==> config.mk <==
export PLATFORM = sky130hd
export DESIGN_NAME = mseq_core
export DESIGN_NICKNAME = d
export VERILOG_FILES = /design/src/rtl/mseq_pkg.sv /design/src/rtl/mseq_rom.sv /design/src/rtl/mseq_next.sv /design/src/rtl/mseq_core.sv
export SDC_FILE = /design/constraint.sdc
export NUM_CORES = 1
export LEC_CHECK = 0
export BUFFER_PORTS_ARGS = -buffer_cell sky130_fd_sc_hd__clkbuf_2
export CORE_ASPECT_RATIO = 1.5
export CORE_MARGIN = 10
export CORE_UTILIZATION = 53
export DETAILED_ROUTE_END_ITERATION = 16
export PLACE_DENSITY = 0.8
export SETUP_SLACK_MARGIN = 0.2
export SLEW_MARGIN = 20
export SYNTH_ARGS = -nofsm -noshare
export SYNTH_HDL_FRONTEND = slang
export SYNTH_SLANG_ARGS = --single-unit
export TNS_END_PERCENT = 20
==> constraint.sdc <==
create_clock -name clk -period 2.8 [get_ports clk]
set_input_delay 0.42 -clock clk [delete_from_list [all_inputs] [get_ports clk]]
set_output_delay 0.42 -clock clk [all_outputs]
set_load 0.005 [all_outputs]
==> src/rtl/mseq_pkg.sv <==
package mseq_pkg;

    localparam int UA_W  = 6;
    localparam int SEL_W = 3;
    localparam int OPC_W = 2;

    typedef enum logic [1:0] {
        CND_NONE   = 2'b00,
        CND_NEG    = 2'b01,
        CND_ZERO   = 2'b10,
        CND_ALWAYS = 2'b11
    } cond_e;

    typedef enum logic [OPC_W-1:0] {
        ALU_ADD  = 2'b00,
        ALU_AND  = 2'b01,
        ALU_PASS = 2'b10,
        ALU_NOT  = 2'b11
    } alu_e;

    typedef enum logic [OPC_W-1:0] {
        SH_NONE  = 2'b00,
        SH_LEFT  = 2'b01,
        SH_RIGHT = 2'b10,
        SH_RSVD  = 2'b11
    } shift_e;

    typedef enum logic [SEL_W-1:0] {
        RG_ACC  = 3'd0,
        RG_PC   = 3'd1,
        RG_IR   = 3'd2,
        RG_TMP  = 3'd3,
        RG_MASK = 3'd4,
        RG_ONE  = 3'd5,
        RG_X6   = 3'd6,
        RG_X7   = 3'd7
    } reg_e;

    // Named microcode steps; the value is the control store address.
    typedef enum logic [UA_W-1:0] {
        U_FETCH_ADDR = 6'd0,
        U_FETCH_READ = 6'd1,
        U_PC_INC     = 6'd2,
        U_LATCH_IR   = 6'd3,
        U_TEST_B1    = 6'd4,
        U_TEST_B0    = 6'd5,
        U_ADD_ADDR   = 6'd6,
        U_ADD_READ   = 6'd7,
        U_ADD_SUM    = 6'd8,
        U_ADD_DONE   = 6'd9,
        U_SUB_ADDR   = 6'd10,
        U_SUB_READ   = 6'd11,
        U_SUB_INC    = 6'd12,
        U_SUB_COM    = 6'd13,
        U_SUB_SUM    = 6'd14,
        U_SUB_DONE   = 6'd15,
        U_TEST_LS    = 6'd16,
        U_LD_ADDR    = 6'd17,
        U_LD_READ    = 6'd18,
        U_LD_MOVE    = 6'd19,
        U_LD_DONE    = 6'd20,
        U_ST_ADDR    = 6'd21,
        U_ST_DATA    = 6'd22,
        U_ST_WRITE   = 6'd23,
        U_ST_DONE    = 6'd24,
        U_TEST_HI1   = 6'd25,
        U_TEST_HI0   = 6'd26,
        U_JMP_PC     = 6'd27,
        U_JMP_DONE   = 6'd28,
        U_JZ_TEST    = 6'd29,
        U_JZ_DONE    = 6'd30
    } step_e;

    // Microinstruction word; field order matches the bit layout, MSB first.
    typedef struct packed {
        logic              src_mbr;
        cond_e             cond;
        alu_e              alu;
        shift_e            sh;
        logic              ld_mbr;
        logic              ld_mar;
        logic              rd;
        logic              wr;
        logic              we;
        reg_e              dst;
        reg_e              bsel;
        reg_e              asel;
        logic [UA_W-1:0]   next;
    } uword_t;

    localparam int UWORD_W = $bits(uword_t);

endpackage

==> src/rtl/mseq_rom.sv <==
module mseq_rom
    import mseq_pkg::*;
#(
    parameter int AW = UA_W
) (
    input  logic [AW-1:0] addr,
    output uword_t        word
);

    localparam int DEPTH = 1 << AW;
    localparam logic [UA_W-1:0] HOME = UA_W'(U_FETCH_ADDR);

    // Unused store words: unconditional return to the fetch step.
    localparam uword_t FILL = '{
        src_mbr: 1'b0, cond: CND_ALWAYS, alu: ALU_PASS, sh: SH_NONE,
        ld_mbr: 1'b0, ld_mar: 1'b0, rd: 1'b0, wr: 1'b0, we: 1'b0,
        dst: RG_ACC, bsel: RG_ACC, asel: RG_ACC, next: HOME
    };

    logic [UA_W-1:0] a_ext;

    generate
        if (AW >= UA_W) begin : g_trunc
            assign a_ext = addr[UA_W-1:0];
        end else begin : g_pad
            assign a_ext = {{(UA_W-AW){1'b0}}, addr};
        end
    endgenerate

    always_comb begin
        word        = '0;
        word.cond   = CND_NONE;
        word.alu    = ALU_PASS;
        word.sh     = SH_NONE;
        word.dst    = RG_ACC;
        word.bsel   = RG_ACC;
        word.asel   = RG_ACC;
        word.next   = HOME;
        unique case (step_e'(a_ext))
            U_FETCH_ADDR: begin
                word.asel   = RG_PC;
                word.ld_mar = 1'b1;
                word.rd     = 1'b1;
            end
            U_FETCH_READ: begin
                word.rd     = 1'b1;
            end
            U_PC_INC: begin
                word.alu    = ALU_ADD;
                word.asel   = RG_PC;
                word.bsel   = RG_ONE;
                word.we     = 1'b1;
                word.dst    = RG_PC;
            end
            U_LATCH_IR: begin
                word.src_mbr = 1'b1;
                word.we      = 1'b1;
                word.dst     = RG_IR;
                word.cond    = CND_NEG;
                word.next    = UA_W'(U_TEST_HI1);
            end
            U_TEST_B1: begin
                word.alu    = ALU_ADD;
                word.sh     = SH_LEFT;
                word.asel   = RG_IR;
                word.bsel   = RG_IR;
                word.we     = 1'b1;
                word.dst    = RG_TMP;
                word.cond   = CND_NEG;
                word.next   = UA_W'(U_TEST_LS);
            end
            U_TEST_B0: begin
                word.asel   = RG_TMP;
                word.we     = 1'b1;
                word.dst    = RG_TMP;
                word.cond   = CND_NEG;
                word.next   = UA_W'(U_SUB_ADDR);
            end
            U_ADD_ADDR: begin
                word.asel   = RG_IR;
                word.ld_mar = 1'b1;
                word.rd     = 1'b1;
            end
            U_ADD_READ: begin
                word.rd     = 1'b1;
            end
            U_ADD_SUM: begin
                word.src_mbr = 1'b1;
                word.alu     = ALU_ADD;
                word.bsel    = RG_ACC;
                word.we      = 1'b1;
                word.dst     = RG_ACC;
            end
            U_ADD_DONE: begin
                word.cond   = CND_ALWAYS;
            end
            U_SUB_ADDR: begin
                word.asel   = RG_IR;
                word.ld_mar = 1'b1;
                word.rd     = 1'b1;
            end
            U_SUB_READ: begin
                word.rd     = 1'b1;
            end
            U_SUB_INC: begin
                word.alu    = ALU_ADD;
                word.asel   = RG_ACC;
                word.bsel   = RG_ONE;
                word.we     = 1'b1;
                word.dst    = RG_ACC;
            end
            U_SUB_COM: begin
                word.src_mbr = 1'b1;
                word.alu     = ALU_NOT;
                word.we      = 1'b1;
                word.dst     = RG_TMP;
            end
            U_SUB_SUM: begin
                word.alu    = ALU_ADD;
                word.asel   = RG_ACC;
                word.bsel   = RG_TMP;
                word.we     = 1'b1;
                word.dst    = RG_ACC;
            end
            U_SUB_DONE: begin
                word.cond   = CND_ALWAYS;
            end
            U_TEST_LS: begin
                word.asel   = RG_TMP;
                word.we     = 1'b1;
                word.dst    = RG_TMP;
                word.cond   = CND_NEG;
                word.next   = UA_W'(U_ST_ADDR);
            end
            U_LD_ADDR: begin
                word.asel   = RG_IR;
                word.ld_mar = 1'b1;
                word.rd     = 1'b1;
            end
            U_LD_READ: begin
                word.rd     = 1'b1;
            end
            U_LD_MOVE: begin
                word.src_mbr = 1'b1;
                word.we      = 1'b1;
                word.dst     = RG_ACC;
            end
            U_LD_DONE: begin
                word.cond   = CND_ALWAYS;
            end
            U_ST_ADDR: begin
                word.asel   = RG_IR;
                word.ld_mar = 1'b1;
            end
            U_ST_DATA: begin
                word.asel   = RG_ACC;
                word.ld_mbr = 1'b1;
                word.wr     = 1'b1;
            end
            U_ST_WRITE: begin
                word.wr     = 1'b1;
            end
            U_ST_DONE: begin
                word.cond   = CND_ALWAYS;
            end
            U_TEST_HI1: begin
                word.alu    = ALU_ADD;
                word.sh     = SH_LEFT;
                word.asel   = RG_IR;
                word.bsel   = RG_IR;
                word.we     = 1'b1;
                word.dst    = RG_TMP;
                word.cond   = CND_NEG;
                word.next   = HOME;
            end
            U_TEST_HI0: begin
                word.asel   = RG_TMP;
                word.we     = 1'b1;
                word.dst    = RG_TMP;
                word.cond   = CND_NEG;
                word.next   = UA_W'(U_JZ_TEST);
            end
            U_JMP_PC: begin
                word.alu    = ALU_AND;
                word.asel   = RG_IR;
                word.bsel   = RG_MASK;
                word.we     = 1'b1;
                word.dst    = RG_PC;
            end
            U_JMP_DONE: begin
                word.cond   = CND_ALWAYS;
            end
            U_JZ_TEST: begin
                word.asel   = RG_ACC;
                word.we     = 1'b1;
                word.dst    = RG_ACC;
                word.cond   = CND_ZERO;
                word.next   = UA_W'(U_JMP_PC);
            end
            U_JZ_DONE: begin
                word.cond   = CND_ALWAYS;
            end
            default: begin
                word = FILL;
            end
        endcase
    end

    initial begin
        if (DEPTH < 32) $error("control store too small for microcode");
    end

endmodule

==> src/rtl/mseq_next.sv <==
module mseq_next
    import mseq_pkg::*;
#(
    parameter int AW = UA_W
) (
    input  logic [AW-1:0] cur,
    input  cond_e         cond,
    input  logic [AW-1:0] target,
    input  logic          flag_n,
    input  logic          flag_z,
    output logic [AW-1:0] nxt
);

    logic [AW-1:0] seq;
    logic          taken;

    assign seq = cur + AW'(1);

    always_comb begin
        unique case (cond)
            CND_NONE:   taken = 1'b0;
            CND_NEG:    taken = flag_n;
            CND_ZERO:   taken = flag_z;
            CND_ALWAYS: taken = 1'b1;
            default:    taken = 1'b0;
        endcase
    end

    assign nxt = taken ? target : seq;

endmodule

==> src/rtl/mseq_core.sv <==
module mseq_core
    import mseq_pkg::*;
(
    input  logic            clk,
    input  logic            rst_n,
    input  logic            flag_n,
    input  logic            flag_z,
    output logic [5:0]      upc,
    output logic            src_mbr,
    output logic [1:0]      alu_op,
    output logic [1:0]      shift_op,
    output logic            ld_mbr,
    output logic            ld_mar,
    output logic            mem_rd,
    output logic            mem_wr,
    output logic            reg_we,
    output logic [2:0]      dst_sel,
    output logic [2:0]      b_sel,
    output logic [2:0]      a_sel
);

    logic [UA_W-1:0] mpc;
    logic [UA_W-1:0] mpc_nxt;
    uword_t          uw;

    mseq_rom #(.AW(UA_W)) i_rom (
        .addr (mpc),
        .word (uw)
    );

    mseq_next #(.AW(UA_W)) i_next (
        .cur    (mpc),
        .cond   (uw.cond),
        .target (uw.next),
        .flag_n (flag_n),
        .flag_z (flag_z),
        .nxt    (mpc_nxt)
    );

    // State register: the microprogram counter.
    always_ff @(posedge clk or negedge rst_n) begin
        if (!rst_n) begin
            mpc <= UA_W'(U_FETCH_ADDR);
        end else begin
            mpc <= mpc_nxt;
        end
    end

    // Output process: datapath controls straight from the current word.
    always_comb begin
        upc      = mpc;
        src_mbr  = uw.src_mbr;
        alu_op   = uw.alu;
        shift_op = uw.sh;
        ld_mbr   = uw.ld_mbr;
        ld_mar   = uw.ld_mar;
        mem_rd   = uw.rd;
        mem_wr   = uw.wr;
        reg_we   = uw.we;
        dst_sel  = uw.dst;
        b_sel    = uw.bsel;
        a_sel    = uw.asel;
    end

    // a cycle spent in reset leaves the counter at the fetch step.
    p_reset_home_r1: assert property (@(posedge clk)
        !rst_n |=> upc == 6'd0);

    // sequential step advances by one.
    p_fall_through_r2: assert property (@(posedge clk) disable iff (!rst_n)
        uw.cond == CND_NONE |=> mpc == $past(mpc) + UA_W'(1));

    // negative-flag branch in both directions.
    p_neg_taken_r3: assert property (@(posedge clk) disable iff (!rst_n)
        (uw.cond == CND_NEG && flag_n) |=> mpc == $past(uw.next));
    p_neg_skip_r3: assert property (@(posedge clk) disable iff (!rst_n)
        (uw.cond == CND_NEG && !flag_n) |=> mpc == $past(mpc) + UA_W'(1));

    // zero-flag branch in both directions.
    p_zero_taken_r4: assert property (@(posedge clk) disable iff (!rst_n)
        (uw.cond == CND_ZERO && flag_z) |=> mpc == $past(uw.next));
    p_zero_skip_r4: assert property (@(posedge clk) disable iff (!rst_n)
        (uw.cond == CND_ZERO && !flag_z) |=> mpc == $past(mpc) + UA_W'(1));

    // unconditional jump.
    p_always_jump_r5: assert property (@(posedge clk) disable iff (!rst_n)
        uw.cond == CND_ALWAYS |=> mpc == $past(uw.next));

    // read and write strobes never overlap.
    p_rd_wr_excl_r14: assert property (@(posedge clk) disable iff (!rst_n)
        !(mem_rd && mem_wr));

    // the fetch step always addresses memory with a read.
    p_fetch_read_r7: assert property (@(posedge clk) disable iff (!rst_n)
        (mpc == UA_W'(U_FETCH_ADDR)) |-> (ld_mar && mem_rd) ##1 mem_rd);

endmodule

==> impl_metrics.env <==
export IMPL_status="completed"
export IMPL_timing_fmax_mhz=396
export IMPL_drt_drc_violations_left=0
export IMPL_fin_cells=178
export IMPL_multi_input_comb_area_um2=867
export IMPL_h_tree_depth=1
export IMPL_vias=1085
export IMPL_timing_max_transition_violations_final=0
export IMPL_ir_drop_mv=0.550
export IMPL_clock_buffers_created_by_tritoncts=3
export IMPL_setup_worst_path_class="flip-flop to primary output"
export IMPL_cts_tree="done"
export IMPL_drt_pass1_iter_count=4
export IMPL_critical_path_startpoint_type="flip-flop"
export IMPL_post_synth_inst_count=126
export IMPL_finalInstanceArea_um2=1330
export IMPL_final_core_utilization=0.655
export IMPL_die_area_um2=4370
export IMPL_insertion_delay_ns=0.24
export IMPL_share_seq_of_total_power=0.131
export IMPL_die_w_um=57.4
export IMPL_synth_async_sr_flop_share=1.00
export IMPL_worstRegToRegCells=8
export IMPL_root_buffer="sky130_fd_sc_hd__clkbuf_4"
export IMPL_path_max_fanout=8
export IMPL_die_y_um=76.1
export IMPL_net_switching_power_mw=0.713
export IMPL_synth_enable_flop_cells=0
export IMPL_setup_worst_path_start="upc[1]"
export IMPL_antenna_found_initial=0
export IMPL_via_count_of_the_first_global_routing_pass=1070
export IMPL_start_util=0.549
export IMPL_p_leak_nw=0.630
export IMPL_yosysUniqueCellTypes=55
export IMPL_avgRoutedWirePerCell_um=18.1
export IMPL_final_setup_viol_count=0
export IMPL_syn_area_um2=1110
export IMPL_switching_share=0.485
export IMPL_period_needed_ns=2.53
export IMPL_cts_num_sinks=6
export IMPL_n_antenna_cell=0
export IMPL_detailed_place_hpwl_um=2390
export IMPL_dp_slack_ns=0.151
export IMPL_drt_first_iter_violations=59
export IMPL_timing_final_crit_share=0.903
export IMPL_combinationalPowerShare=0.815
export IMPL_critPathCaptureType="primary output"
export IMPL_placed_area_um2=1170
export IMPL_power_mw=1.47
export IMPL_gpl_final_weighted_congestion=0.939
export IMPL_synth_main_ff_cell="sky130_fd_sc_hd__dfrtp_1"
export IMPL_p_int_mw=0.757
export IMPL_yosys_warnings=0
export IMPL_worstPathArrival_ns=2.11
export IMPL_sequential_cell_area_um2=155
export IMPL_layout_filler_cells=173
export IMPL_power_density_nw_per_um2=1110
export IMPL_layout_commonest_cell="sky130_fd_sc_hd__clkbuf_2"
export IMPL_grt_max_degree=16
export IMPL_first_pass_grt_wire_length_um=5040
export IMPL_core_um2=2030
export IMPL_layout_common_cells="sky130_fd_sc_hd__clkbuf_2, sky130_fd_sc_hd__buf_4, sky130_fd_sc_hd__nor2_1, sky130_fd_sc_hd__nand2_1, sky130_fd_sc_hd__nand3_1"
export IMPL_global_route_overflow_total=0
export IMPL_placed_cells_incl_taps=166
export IMPL_timing_final_ws_setup_ns=0.273
export IMPL_holdWs_ns=0.537
export IMPL_largest_register_ff_count=6
export IMPL_r2r_start="upc[1]"
export IMPL_seq_area_frac_synth=0.135
export IMPL_nNetsFinal=166
export IMPL_finalClockSkew_ns=0.000988
export IMPL_cts_root_to_sink_buffers=2
export IMPL_ff2ff_setup_slack_ns=0.33
export IMPL_worstHoldPathType="input port to asynchronous set/reset pin"
export IMPL_ant_nets=0
export IMPL_reg2reg_to="upc[1]"
export IMPL_drt_total_wl_um=3220
export IMPL_rsz0062_at_grt="true"
export IMPL_flow_area_growth_from_synthesis_pct=19.3
export IMPL_fin_setup_tns_ns=0
export IMPL_syn_avg_cell_area_um2=8.83
export IMPL_max_cap_viol=0
export IMPL_p_clk_frac=0.055
export IMPL_pin_count=29
export IMPL_rows=20
export IMPL_drive_above_1_share=0.474
export IMPL_worst_endpoint_required_ns=2.38
export IMPL_worst_path_clk_slew_ns=0.04
export IMPL_place_port_buffers=25
export IMPL_hold_viol=0
export IMPL_routed_via_density=6.10
export IMPL_yosys_register_bits=6
export IMPL_grt_usage=0.136
worst max-delay path, stage by stage, from the launching register on:
cell and delay, ns:
sky130_fd_sc_hd__dfrtp_2 0.45, sky130_fd_sc_hd__inv_2 0.12, sky130_fd_sc_hd__ha_4 0.19, sky130_fd_sc_hd__nor2_1 0.07, sky130_fd_sc_hd__nor4_2 0.27, sky130_fd_sc_hd__and2b_2 0.27, sky130_fd_sc_hd__nand2b_1 0.09, sky130_fd_sc_hd__a31oi_1 0.04
sky130_fd_sc_hd__or2_1 0.23, sky130_fd_sc_hd__clkbuf_2 0.11
power groups by stage:
stage | Combinational (mW) | Clock [mW] | Sequential [mW]
floorplan | 0.858 | 0 | 0.149
global placement | 1.06 | 0 | 0.180
detailed placement | 1.08 | 0 | 0.184
CTS | 1.10 | 0.0815 | 0.183
global route | 1.31 | 0.0890 | 0.199
finish | 1.20 | 0.0803 | 0.192
area by class of cell:
| cell class | instances | share of cell area |
|---|---|---|
| tap | 22 | 0.0207 |
| multi-input combinational | 103 | 0.653 |
| clock buffer | 3 | 0.0170 |
| inverter | 4 | 0.0113 |
| timing repair buffer | 40 | 0.181 |
| sequential | 6 | 0.117 |
metal layers:
metal	global-route usage	vias up	part of all wire
met5	0	-	0
met4	0.0708	0	0.027
met3	0.0433	8	0.082
met2	0.225	56	0.53
met1	0.146	513	0.36
li1	-	508	-
synth_stat cells (2+ instances only):
| library cell | n | area, µm² |
|---|---|---|
| sky130_fd_sc_hd__a31oi_1 | 3 | 18.8 |
| sky130_fd_sc_hd__buf_2 | 2 | 10.0 |
| sky130_fd_sc_hd__dfrtp_1 | 6 | 150 |
| sky130_fd_sc_hd__nand2b_1 | 3 | 18.8 |
| sky130_fd_sc_hd__mux2i_1 | 3 | 30.0 |
| sky130_fd_sc_hd__and2b_1 | 3 | 22.5 |
| sky130_fd_sc_hd__ha_1 | 4 | 50.1 |
| sky130_fd_sc_hd__nor3b_1 | 3 | 22.5 |
| sky130_fd_sc_hd__and3_1 | 2 | 12.5 |
| sky130_fd_sc_hd__buf_6 | 6 | 67.6 |
| sky130_fd_sc_hd__nand3b_1 | 3 | 22.5 |
| sky130_fd_sc_hd__xor2_1 | 3 | 26.3 |
| sky130_fd_sc_hd__buf_4 | 4 | 30.0 |
| sky130_fd_sc_hd__mux2_4 | 4 | 60.1 |
| sky130_fd_sc_hd__nand3_1 | 7 | 35.0 |
| sky130_fd_sc_hd__o22ai_1 | 2 | 12.5 |
| sky130_fd_sc_hd__o21ai_1 | 3 | 15.0 |
| sky130_fd_sc_hd__xnor2_1 | 2 | 17.5 |
| sky130_fd_sc_hd__a211oi_1 | 3 | 22.5 |
| sky130_fd_sc_hd__a21oi_1 | 6 | 30.0 |
| sky130_fd_sc_hd__nand2_1 | 8 | 30.0 |
| sky130_fd_sc_hd__nor3_1 | 2 | 10.0 |
| sky130_fd_sc_hd__nor2_1 | 8 | 30.0 |
| sky130_fd_sc_hd__o21ai_0 | 2 | 10.0 |
| sky130_fd_sc_hd__inv_1 | 4 | 15.0 |
worst max path at each step:
stage | endpoint | slack [ns] | depth (start not counted)
after floorplan | upc[1] | 0.30 | 9
after global placement | alu_op[1] | 0.25 | 8
after detailed placement | alu_op[1] | 0.15 | 8
after CTS | reg_we | 0.18 | 7
after global routing | alu_op[1] | 0.14 | 9
final | alu_op[1] | 0.27 | 9
repair_timing:
item	4_1_cts	5_1_grt
resized for setup	6	11
endpoints found under the setup margin	8	8
pin swaps	0	2
gates cloned	0	0
hold buffers	1	0
setup buffers	0	8
endpoints found under the hold margin	6	0
cells by family after synthesis:
group                      synth area share
and+or+nand+nor                       0.324
adders and majority gates            0.0450
other                               0.00337
DFF                                   0.135
AOI/OAI and AO/OA                     0.227
buffers and inverters                 0.145
xor gates and xnor gates             0.0394
muxes                                0.0810
(Power assumes the default switching activity.)
